File: config.mk
export PLATFORM = sky130hd
export DESIGN_NAME = sem_token_bank
export DESIGN_NICKNAME = d
export VERILOG_FILES = /design/src/rtl/sem_token_pkg.sv /design/src/rtl/sem_port_decode.sv /design/src/rtl/sem_cell.sv /design/src/rtl/sem_read_reg.sv /design/src/rtl/sem_token_bank.sv
export SDC_FILE = /design/constraint.sdc
export NUM_CORES = 1
export LEC_CHECK = 0
export BUFFER_PORTS_ARGS = -buffer_cell sky130_fd_sc_hd__buf_2
export CORE_MARGIN = 8
export CORE_UTILIZATION = 58
export CTS_BUF_LIST = sky130_fd_sc_hd__clkbuf_16
export DETAILED_ROUTE_END_ITERATION = 8
export HOLD_SLACK_MARGIN = 0.06
export PLACE_DENSITY = 0.87
export SKIP_LAST_GASP = 1
export SLEW_MARGIN = 20
export SYNTH_ARGS = -nofsm -noshare
export SYNTH_HDL_FRONTEND = slang
export SYNTH_HIERARCHICAL = 1
export SYNTH_SLANG_ARGS = --single-unit
File: constraint.sdc
create_clock -name clk -period 1.2 [get_ports clk]
set_input_delay 0.06 -clock clk [delete_from_list [all_inputs] [get_ports clk]]
set_output_delay 0.06 -clock clk [all_outputs]
set_load 0.05 [all_outputs]
File: src/rtl/sem_token_pkg.sv
package sem_token_pkg;
  // per-token ownership and waiting-request record
  typedef struct packed {
    logic own_l;
    logic own_r;
    logic pend_l;
    logic pend_r;
  } sem_state_t;
endpackage

File: src/rtl/sem_port_decode.sv
module sem_port_decode #(
  parameter int NUM_SEM = 8,
  localparam int IDX_W = $clog2(NUM_SEM)
) (
  input  logic               sem_sel,
  input  logic               mem_sel,
  input  logic               wr,
  input  logic               rd,
  input  logic [IDX_W-1:0]   idx,
  input  logic               wdata,
  output logic [NUM_SEM-1:0] req_vec,
  output logic [NUM_SEM-1:0] rel_vec,
  output logic               rd_ok,
  output logic               conflict
);
  logic access_ok;

  always_comb begin
    access_ok = sem_sel & ~mem_sel;
    rd_ok     = access_ok & rd;
    conflict  = sem_sel & mem_sel & (wr | rd);
  end

  for (genvar i = 0; i < NUM_SEM; i++) begin : g_sel
    always_comb begin
      req_vec[i] = access_ok & wr & ~wdata & (idx == IDX_W'(i));
      rel_vec[i] = access_ok & wr &  wdata & (idx == IDX_W'(i));
    end
  end
endmodule

File: src/rtl/sem_cell.sv
module sem_cell
  import sem_token_pkg::*;
(
  input  logic clk,
  input  logic rst_n,
  input  logic req_l,
  input  logic rel_l,
  input  logic req_r,
  input  logic rel_r,
  output logic own_l,
  output logic own_r
);
  sem_state_t cur_q, nxt;

  always_comb begin
    nxt = cur_q;
    unique case ({cur_q.own_l, cur_q.own_r})
      2'b00: begin
        nxt.pend_l = 1'b0;
        nxt.pend_r = 1'b0;
        if (req_l) begin
          nxt.own_l  = 1'b1;
          nxt.pend_r = req_r;
        end else if (req_r) begin
          nxt.own_r = 1'b1;
        end
      end
      2'b10: begin
        if (rel_l) begin
          nxt.own_l  = 1'b0;
          nxt.own_r  = (cur_q.pend_r & ~rel_r) | req_r;
          nxt.pend_r = 1'b0;
        end else if (req_r) begin
          nxt.pend_r = 1'b1;
        end else if (rel_r) begin
          nxt.pend_r = 1'b0;
        end
      end
      2'b01: begin
        if (rel_r) begin
          nxt.own_r  = 1'b0;
          nxt.own_l  = (cur_q.pend_l & ~rel_l) | req_l;
          nxt.pend_l = 1'b0;
        end else if (req_l) begin
          nxt.pend_l = 1'b1;
        end else if (rel_l) begin
          nxt.pend_l = 1'b0;
        end
      end
      default: nxt = '0;
    endcase
  end

  always_ff @(posedge clk or negedge rst_n) begin
    if (!rst_n) cur_q <= '0;
    else        cur_q <= nxt;
  end

  assign own_l = cur_q.own_l;
  assign own_r = cur_q.own_r;
endmodule

File: src/rtl/sem_read_reg.sv
module sem_read_reg #(
  parameter int NUM_SEM = 8,
  parameter int DATA_W  = 9,
  localparam int IDX_W = $clog2(NUM_SEM)
) (
  input  logic               clk,
  input  logic               rst_n,
  input  logic               rd_ok,
  input  logic [IDX_W-1:0]   rd_idx,
  input  logic [NUM_SEM-1:0] own_vec,
  output logic [DATA_W-1:0]  rdata
);
  logic [DATA_W-1:0] rdata_q, rdata_nxt;

  always_comb begin
    rdata_nxt = rdata_q;
    if (rd_ok) rdata_nxt = {DATA_W{~own_vec[rd_idx]}};
  end

  always_ff @(posedge clk or negedge rst_n) begin
    if (!rst_n) rdata_q <= '1;
    else        rdata_q <= rdata_nxt;
  end

  assign rdata = rdata_q;
endmodule

File: src/rtl/sem_token_bank.sv
module sem_token_bank #(
  parameter int NUM_SEM = 8,
  parameter int DATA_W  = 9,
  localparam int IDX_W = $clog2(NUM_SEM)
) (
  input  logic              clk,
  input  logic              rst_n,
  input  logic              lt_sem_sel,
  input  logic              lt_mem_sel,
  input  logic              lt_wr,
  input  logic              lt_rd,
  input  logic [IDX_W-1:0]  lt_idx,
  input  logic              lt_wdata,
  output logic [DATA_W-1:0] lt_rdata,
  output logic              lt_err,
  input  logic              rt_sem_sel,
  input  logic              rt_mem_sel,
  input  logic              rt_wr,
  input  logic              rt_rd,
  input  logic [IDX_W-1:0]  rt_idx,
  input  logic              rt_wdata,
  output logic [DATA_W-1:0] rt_rdata,
  output logic              rt_err
);
  // reset: asserted at once, released through two flops
  logic [1:0] rst_pipe_q;
  logic       rst_sync_n;

  always_ff @(posedge clk or negedge rst_n) begin
    if (!rst_n) rst_pipe_q <= 2'b00;
    else        rst_pipe_q <= {rst_pipe_q[0], 1'b1};
  end
  assign rst_sync_n = rst_pipe_q[1];

  logic [NUM_SEM-1:0] req_l_vec, rel_l_vec, req_r_vec, rel_r_vec;
  logic [NUM_SEM-1:0] own_l_vec, own_r_vec;
  logic               rd_ok_l, rd_ok_r, conf_l, conf_r;

  sem_port_decode #(.NUM_SEM(NUM_SEM)) dec_l_i (
    .sem_sel(lt_sem_sel), .mem_sel(lt_mem_sel), .wr(lt_wr), .rd(lt_rd),
    .idx(lt_idx), .wdata(lt_wdata), .req_vec(req_l_vec), .rel_vec(rel_l_vec),
    .rd_ok(rd_ok_l), .conflict(conf_l)
  );

  sem_port_decode #(.NUM_SEM(NUM_SEM)) dec_r_i (
    .sem_sel(rt_sem_sel), .mem_sel(rt_mem_sel), .wr(rt_wr), .rd(rt_rd),
    .idx(rt_idx), .wdata(rt_wdata), .req_vec(req_r_vec), .rel_vec(rel_r_vec),
    .rd_ok(rd_ok_r), .conflict(conf_r)
  );

  for (genvar i = 0; i < NUM_SEM; i++) begin : g_cell
    sem_cell cell_i (
      .clk(clk), .rst_n(rst_sync_n),
      .req_l(req_l_vec[i]), .rel_l(rel_l_vec[i]),
      .req_r(req_r_vec[i]), .rel_r(rel_r_vec[i]),
      .own_l(own_l_vec[i]), .own_r(own_r_vec[i])
    );
  end

  sem_read_reg #(.NUM_SEM(NUM_SEM), .DATA_W(DATA_W)) rreg_l_i (
    .clk(clk), .rst_n(rst_sync_n), .rd_ok(rd_ok_l), .rd_idx(lt_idx),
    .own_vec(own_l_vec), .rdata(lt_rdata)
  );

  sem_read_reg #(.NUM_SEM(NUM_SEM), .DATA_W(DATA_W)) rreg_r_i (
    .clk(clk), .rst_n(rst_sync_n), .rd_ok(rd_ok_r), .rd_idx(rt_idx),
    .own_vec(own_r_vec), .rdata(rt_rdata)
  );

  // select conflict pulses
  logic err_l_q, err_r_q, err_l_nxt, err_r_nxt;

  always_comb begin
    err_l_nxt = conf_l;
    err_r_nxt = conf_r;
  end

  always_ff @(posedge clk or negedge rst_sync_n) begin
    if (!rst_sync_n) begin
      err_l_q <= 1'b0;
      err_r_q <= 1'b0;
    end else begin
      err_l_q <= err_l_nxt;
      err_r_q <= err_r_nxt;
    end
  end

  assign lt_err = err_l_q;
  assign rt_err = err_r_q;
endmodule

### Word-level counts from Yosys, hierarchy flattened

Index checks and enable logic that the tools add are counted.

* input port bits: 18
* output and inout bits: 20
* bits in registers: 38

* equal/unequal tests: 86
* bitwise gates (word level): 118
* reduce and logical (&&, ||, !) cells: 42
* mux-type cells: 124
* order comparisons: 2

Operator list (number)
* $mux 1: 82
* $ne 2x1->1 const B: 32
* $ne 4x1->1 const B: 16
* $and 1x1->1: 62
* $pmux 2 s3: 8
* $not 1->1: 38
* $mux 2: 16
* $reduce_and 2->1: 16
* $reduce_and 4->1: 8
* $eq 3x3->1 const B: 8
* $pmux 1 s3: 8
* $reduce_and 3->1: 8
* $or 1x1->1: 18
* $eq 2x1->1 const B: 8
* $eq 2x2->1 const B: 8
* $logic_not 2->1: 8
* $ne 2x2->1 const B: 8
* $pmux 1 s2: 8
* $eq 3x2->1 const B: 4
* $lt 3x4->1 const B: 2
* $bmux 1 s3: 2
* $eq 3x1->1 const B: 2
* $logic_not 3->1: 2

### Depth between registers and ports, before layout

* depth in word-level cells: 10
* depth in mapped cells: 6
* mapped depth without buffers: 5

### Cells and area by module

The synthesis kept the hierarchy.

By module, submodules not included
* sem_cell: cells an instance 26, area each 229.0 µm², times used 8, seq. area each 100.1 µm²
* sem_port_decode: cells an instance 31, area each 211.5 µm², times used 2, seq. area each 0.0 µm²
* sem_read_reg: cells an instance 16, area each 168.9 µm², times used 2, seq. area each 26.3 µm²
* sem_token_bank: cells an instance 5, area each 103.8 µm², times used 1, seq. area each 100.1 µm²

### Worst setup path after synthesis

No wires, ideal clock.

* kind: register -> register
* from: register g_cell[7].cell_i.cur_q (netlist bit g_cell[7].cell_i/own_l)
* to: register, netlist name rreg_l_i/rdata[0]
* stages on the path, launching flop included: 4
* setup time: 0.082 ns
* required time: 1.118 ns
* setup slack: -0.067 ns
* arrival: 1.185 ns
* period minus slack after synthesis: 1.267 ns
* cells stage by stage: dfrtp_1 mux2i_1 mux4_2 mux2_4

* cells in the longest elaborated chain, start to end: 3

RTL lines
* from (decl): line sem_cell.sv:13 `sem_state_t cur_q, nxt;`
* from (signal assigned): line sem_cell.sv:56 `else cur_q <= nxt;`
* $bmux 1 s3: line sem_read_reg.sv:17 `if (rd_ok) rdata_nxt = {DATA_W{~own_vec[rd_idx]}};`
* $mux 1 (implied by the code): line sem_read_reg.sv:17
* $not 1->1: line sem_read_reg.sv:17

No other way between the ends. The select of a mux whose other input is x is not followed.
A chain may end at the register's enable or synchronous reset.

### Worst setup path after layout

* from: register g_cell[7].cell_i.cur_q (netlist bit g_cell[7].cell_i/own_r)
* to: register, netlist name rreg_r_i/rdata[0]

* cells in the longest elaborated chain, start to end: 3

RTL lines (line)
* $bmux 1 s3: sem_read_reg.sv:17
* $mux 1 (implied by the code): sem_read_reg.sv:17
* $not 1->1: sem_read_reg.sv:17

No other way between the ends. The select of a mux whose other input is x is not followed.

==> results_dict.tcl <==
set metrics [dict create \
    total_power_mw 5.51 \
    n_fill_cell 275 \
    drv_slew 0 \
    syn-num-nets 325 \
    cts_max_path_buffers 2 \
    ys.flop_type "dfrtp_1" \
    ant_nets 0 \
    drv_cap 0 \
    final_common_cell "buf_4" \
    die-area_um2 7090 \
    synth_cell_types 34 \
    yosys.area.top_type "dfrtp_1" \
    synthesis.area_um2 2700 \
    crit_chain "mux2i_1 > mux4_2 > mux2_4" \
    mostFrequentLayoutCells "buf_4, dfrtp_1, a21oi_1" \
    setup_ws_ns -0.104 \
    grt_max_degree 37 \
    via_per_inst 5.96 \
    wl_um 8260 \
    crit_type "reg -> reg" \
    leakagePower_nw 1.66 \
    fin_cells 455 \
    required_ns 1.41 \
    powerDensity_nw_per_um2 1470 \
    wl_per_cell_um 18.1 \
    antenna_found_initial 0 \
    async_flop_share_pct 100 \
    core_um2 4600 \
    cpLargestDelayFamily "multiplexers" \
    num_vias 2710 \
    layout-drive-gt1-share_pct 40.4 \
    clock-skew-final_ns 0.00883 \
    final.period_utilization_pct 109 \
    syn_avg_cell_area_um2 8.78 \
    start_util_pct 58.6 \
    cts_buffers 5 \
    grtUsageTotal_pct 21.7 \
    worst-path-buf-inv 0 \
    clock_latency_ns 0.29 \
    grt.overflow.total 0 \
    synth_seq_cells 38 \
    yosysWarnings 6 \
    peakVddDrop_uv 954 \
    hold_path_class "in -> reg" \
    diodes 0 \
    drt_iter0_markers 141 \
    critPathLaunchType "flop" \
    critPathSlowestCell "mux4_2" \
    cts_tree "yes" \
    cp.arrival_ns 1.51 \
    worstSetupEndpointType "flop" \
    setup_viol 10 \
    place.gp.congestion 0.967 \
    pin_count 38 \
    fin_nets 418 \
    drc_errors 0 \
    maxClockFrequency_mhz 767 \
    place_inst 437 \
    die_h_um 84.2 \
    grt_pass1_wl_um 12700 \
    rsz0062_at_grt "true" \
    outcome "finished, violations left" \
    place.port_buffers 37 \
    area_growth_pct 39.0 \
    synth_cells 307 \
    synth_top_area_share_pct 33.4 \
    grt_pass1_vias 2749 \
    violations "negative setup slack" \
    r2r_slack_ns -0.10 \
    clk_pin_slew_ns 0.06 \
    synth_edf_count 0 \
    hold_violations 0 \
    htreeDepth 2 \
    crit_fanout 2 \
    critical-path-max-stage-delay_ns 0.48 \
    first_pass_iters 4 \
    cts_sinks 38 \
    die_w_um 84.2 \
    hpwl_um 5430 \
    ys_top_cells_by_area "dfrtp_1, a21oi_1, nor2b_1, buf_4, nor3_1" \
    cts_root_buf "clkbuf_16" \
    place_ws_ns -0.200 \
    seq_area_frac_synth_pct 35.4 \
    row_count 25 \
    period_minus_slack_ns 1.30 \
]
-- through the flow --
step                      hold slack (ns)  TNS (ns)  util [%]  instance area (um^2)
after detailed placement           -0.153     -3.14      72.0                  3310
after global placement             -0.154     -2.02      72.0                  3310
final                              0.0844    -0.629      81.5                  3750
after floorplan                    -0.236   -0.0967         -                  2710
after CTS                          0.0684    -0.175      77.8                  3580
after global routing               0.0818     -1.03      81.5                  3750
-- power breakdown --
group | switching [mW] | leakage (nW) | internal (mW)
Sequential | 0.112 | 0.513 | 1.45
Clock | 0.534 | 0.0836 | 0.973
Combinational | 1.35 | 1.06 | 1.09
-- state kept, by name, indices dropped and copies added, names as in the netlist --
register and count:
g_cell.cell_i/cur_q 16, lt_err 1, g_cell.cell_i/own_l 8, rst_pipe_q 2, rreg_r_i/rdata 1, rreg_l_i/rdata 1
g_cell.cell_i/own_r 8, rt_err 1
-- per-layer routing --
metal  global-route usage (%)  share of wire [%]
met5                        0                  0
met4                     10.4                2.7
met3                     5.81                5.7
met2                     38.8                 51
met1                     22.8                 40
-- Yosys cell counts, types with 4 or more instances --
master    number
a21oi_1       32
a22o_1         8
a31oi_1        8
and2b_4        8
buf_2          6
buf_4         16
dfrtp_1       36
inv_1         24
mux2i_1        8
nand2_1       10
nand2b_1      12
nand3b_1       4
nor2_1        20
nor2_2         4
nor2b_1       24
nor2b_2        8
nor3_1        20
o21ai_1        8
o22ai_1       16
o32ai_1        8
-- area by class of cell --
| type | instances | area [um^2] | share of cell area (%) |
|---|---|---|---|
| inverters | 24 | 90.1 | 2.40 |
| clock buffers | 5 | 125 | 3.34 |
| repair buffers | 112 | 912 | 24.3 |
| clock inverters | 3 | 40.0 | 1.07 |
| multi-input cells | 219 | 1560 | 41.6 |
| well taps | 54 | 67.6 | 1.80 |
| flip-flops and latches | 38 | 953 | 25.4 |
-- what timing repair did --
item | in CTS | in global routing
gates resized for setup | 18 | 35
setup buffers | 1 | 5
pin swaps | 0 | 7
hold buffers | 5 | 0
endpoints found under the hold margin | 4 | 0
setup endpoints to repair | 20 | 27
-- final timing paths --
kind / to / startpoint / cells after the start
hold reg to reg: g_cell[0].cell_i/own_l / rst_pipe_q[1] / 1
max in group asynchronous: rreg_r_i/rdata[0] / rst_pipe_q[1] / 1
setup reg to reg: rreg_r_i/rdata[0] / g_cell[7].cell_i/own_r / 3
min in group asynchronous: rst_pipe_q[0] / rst_n / 2
hold / removal: lt_err / lt_wr / 2
setup / recovery: rreg_r_i/rdata[0] / g_cell[7].cell_i/own_r / 3
-- logic make-up after synthesis --
logic type             count (synthesis)  synth area share [%]
other                                  1                 0.139
buffers and inverters                 50                  10.1
AND/OR/NAND/NOR                      124                  29.7
multiplexers                          12                  5.75
flip-flops                            38                  35.4
AO/OA/AOI/OAI                         82                  18.9
No activity file was read; power rests on OpenSTA's default activity.
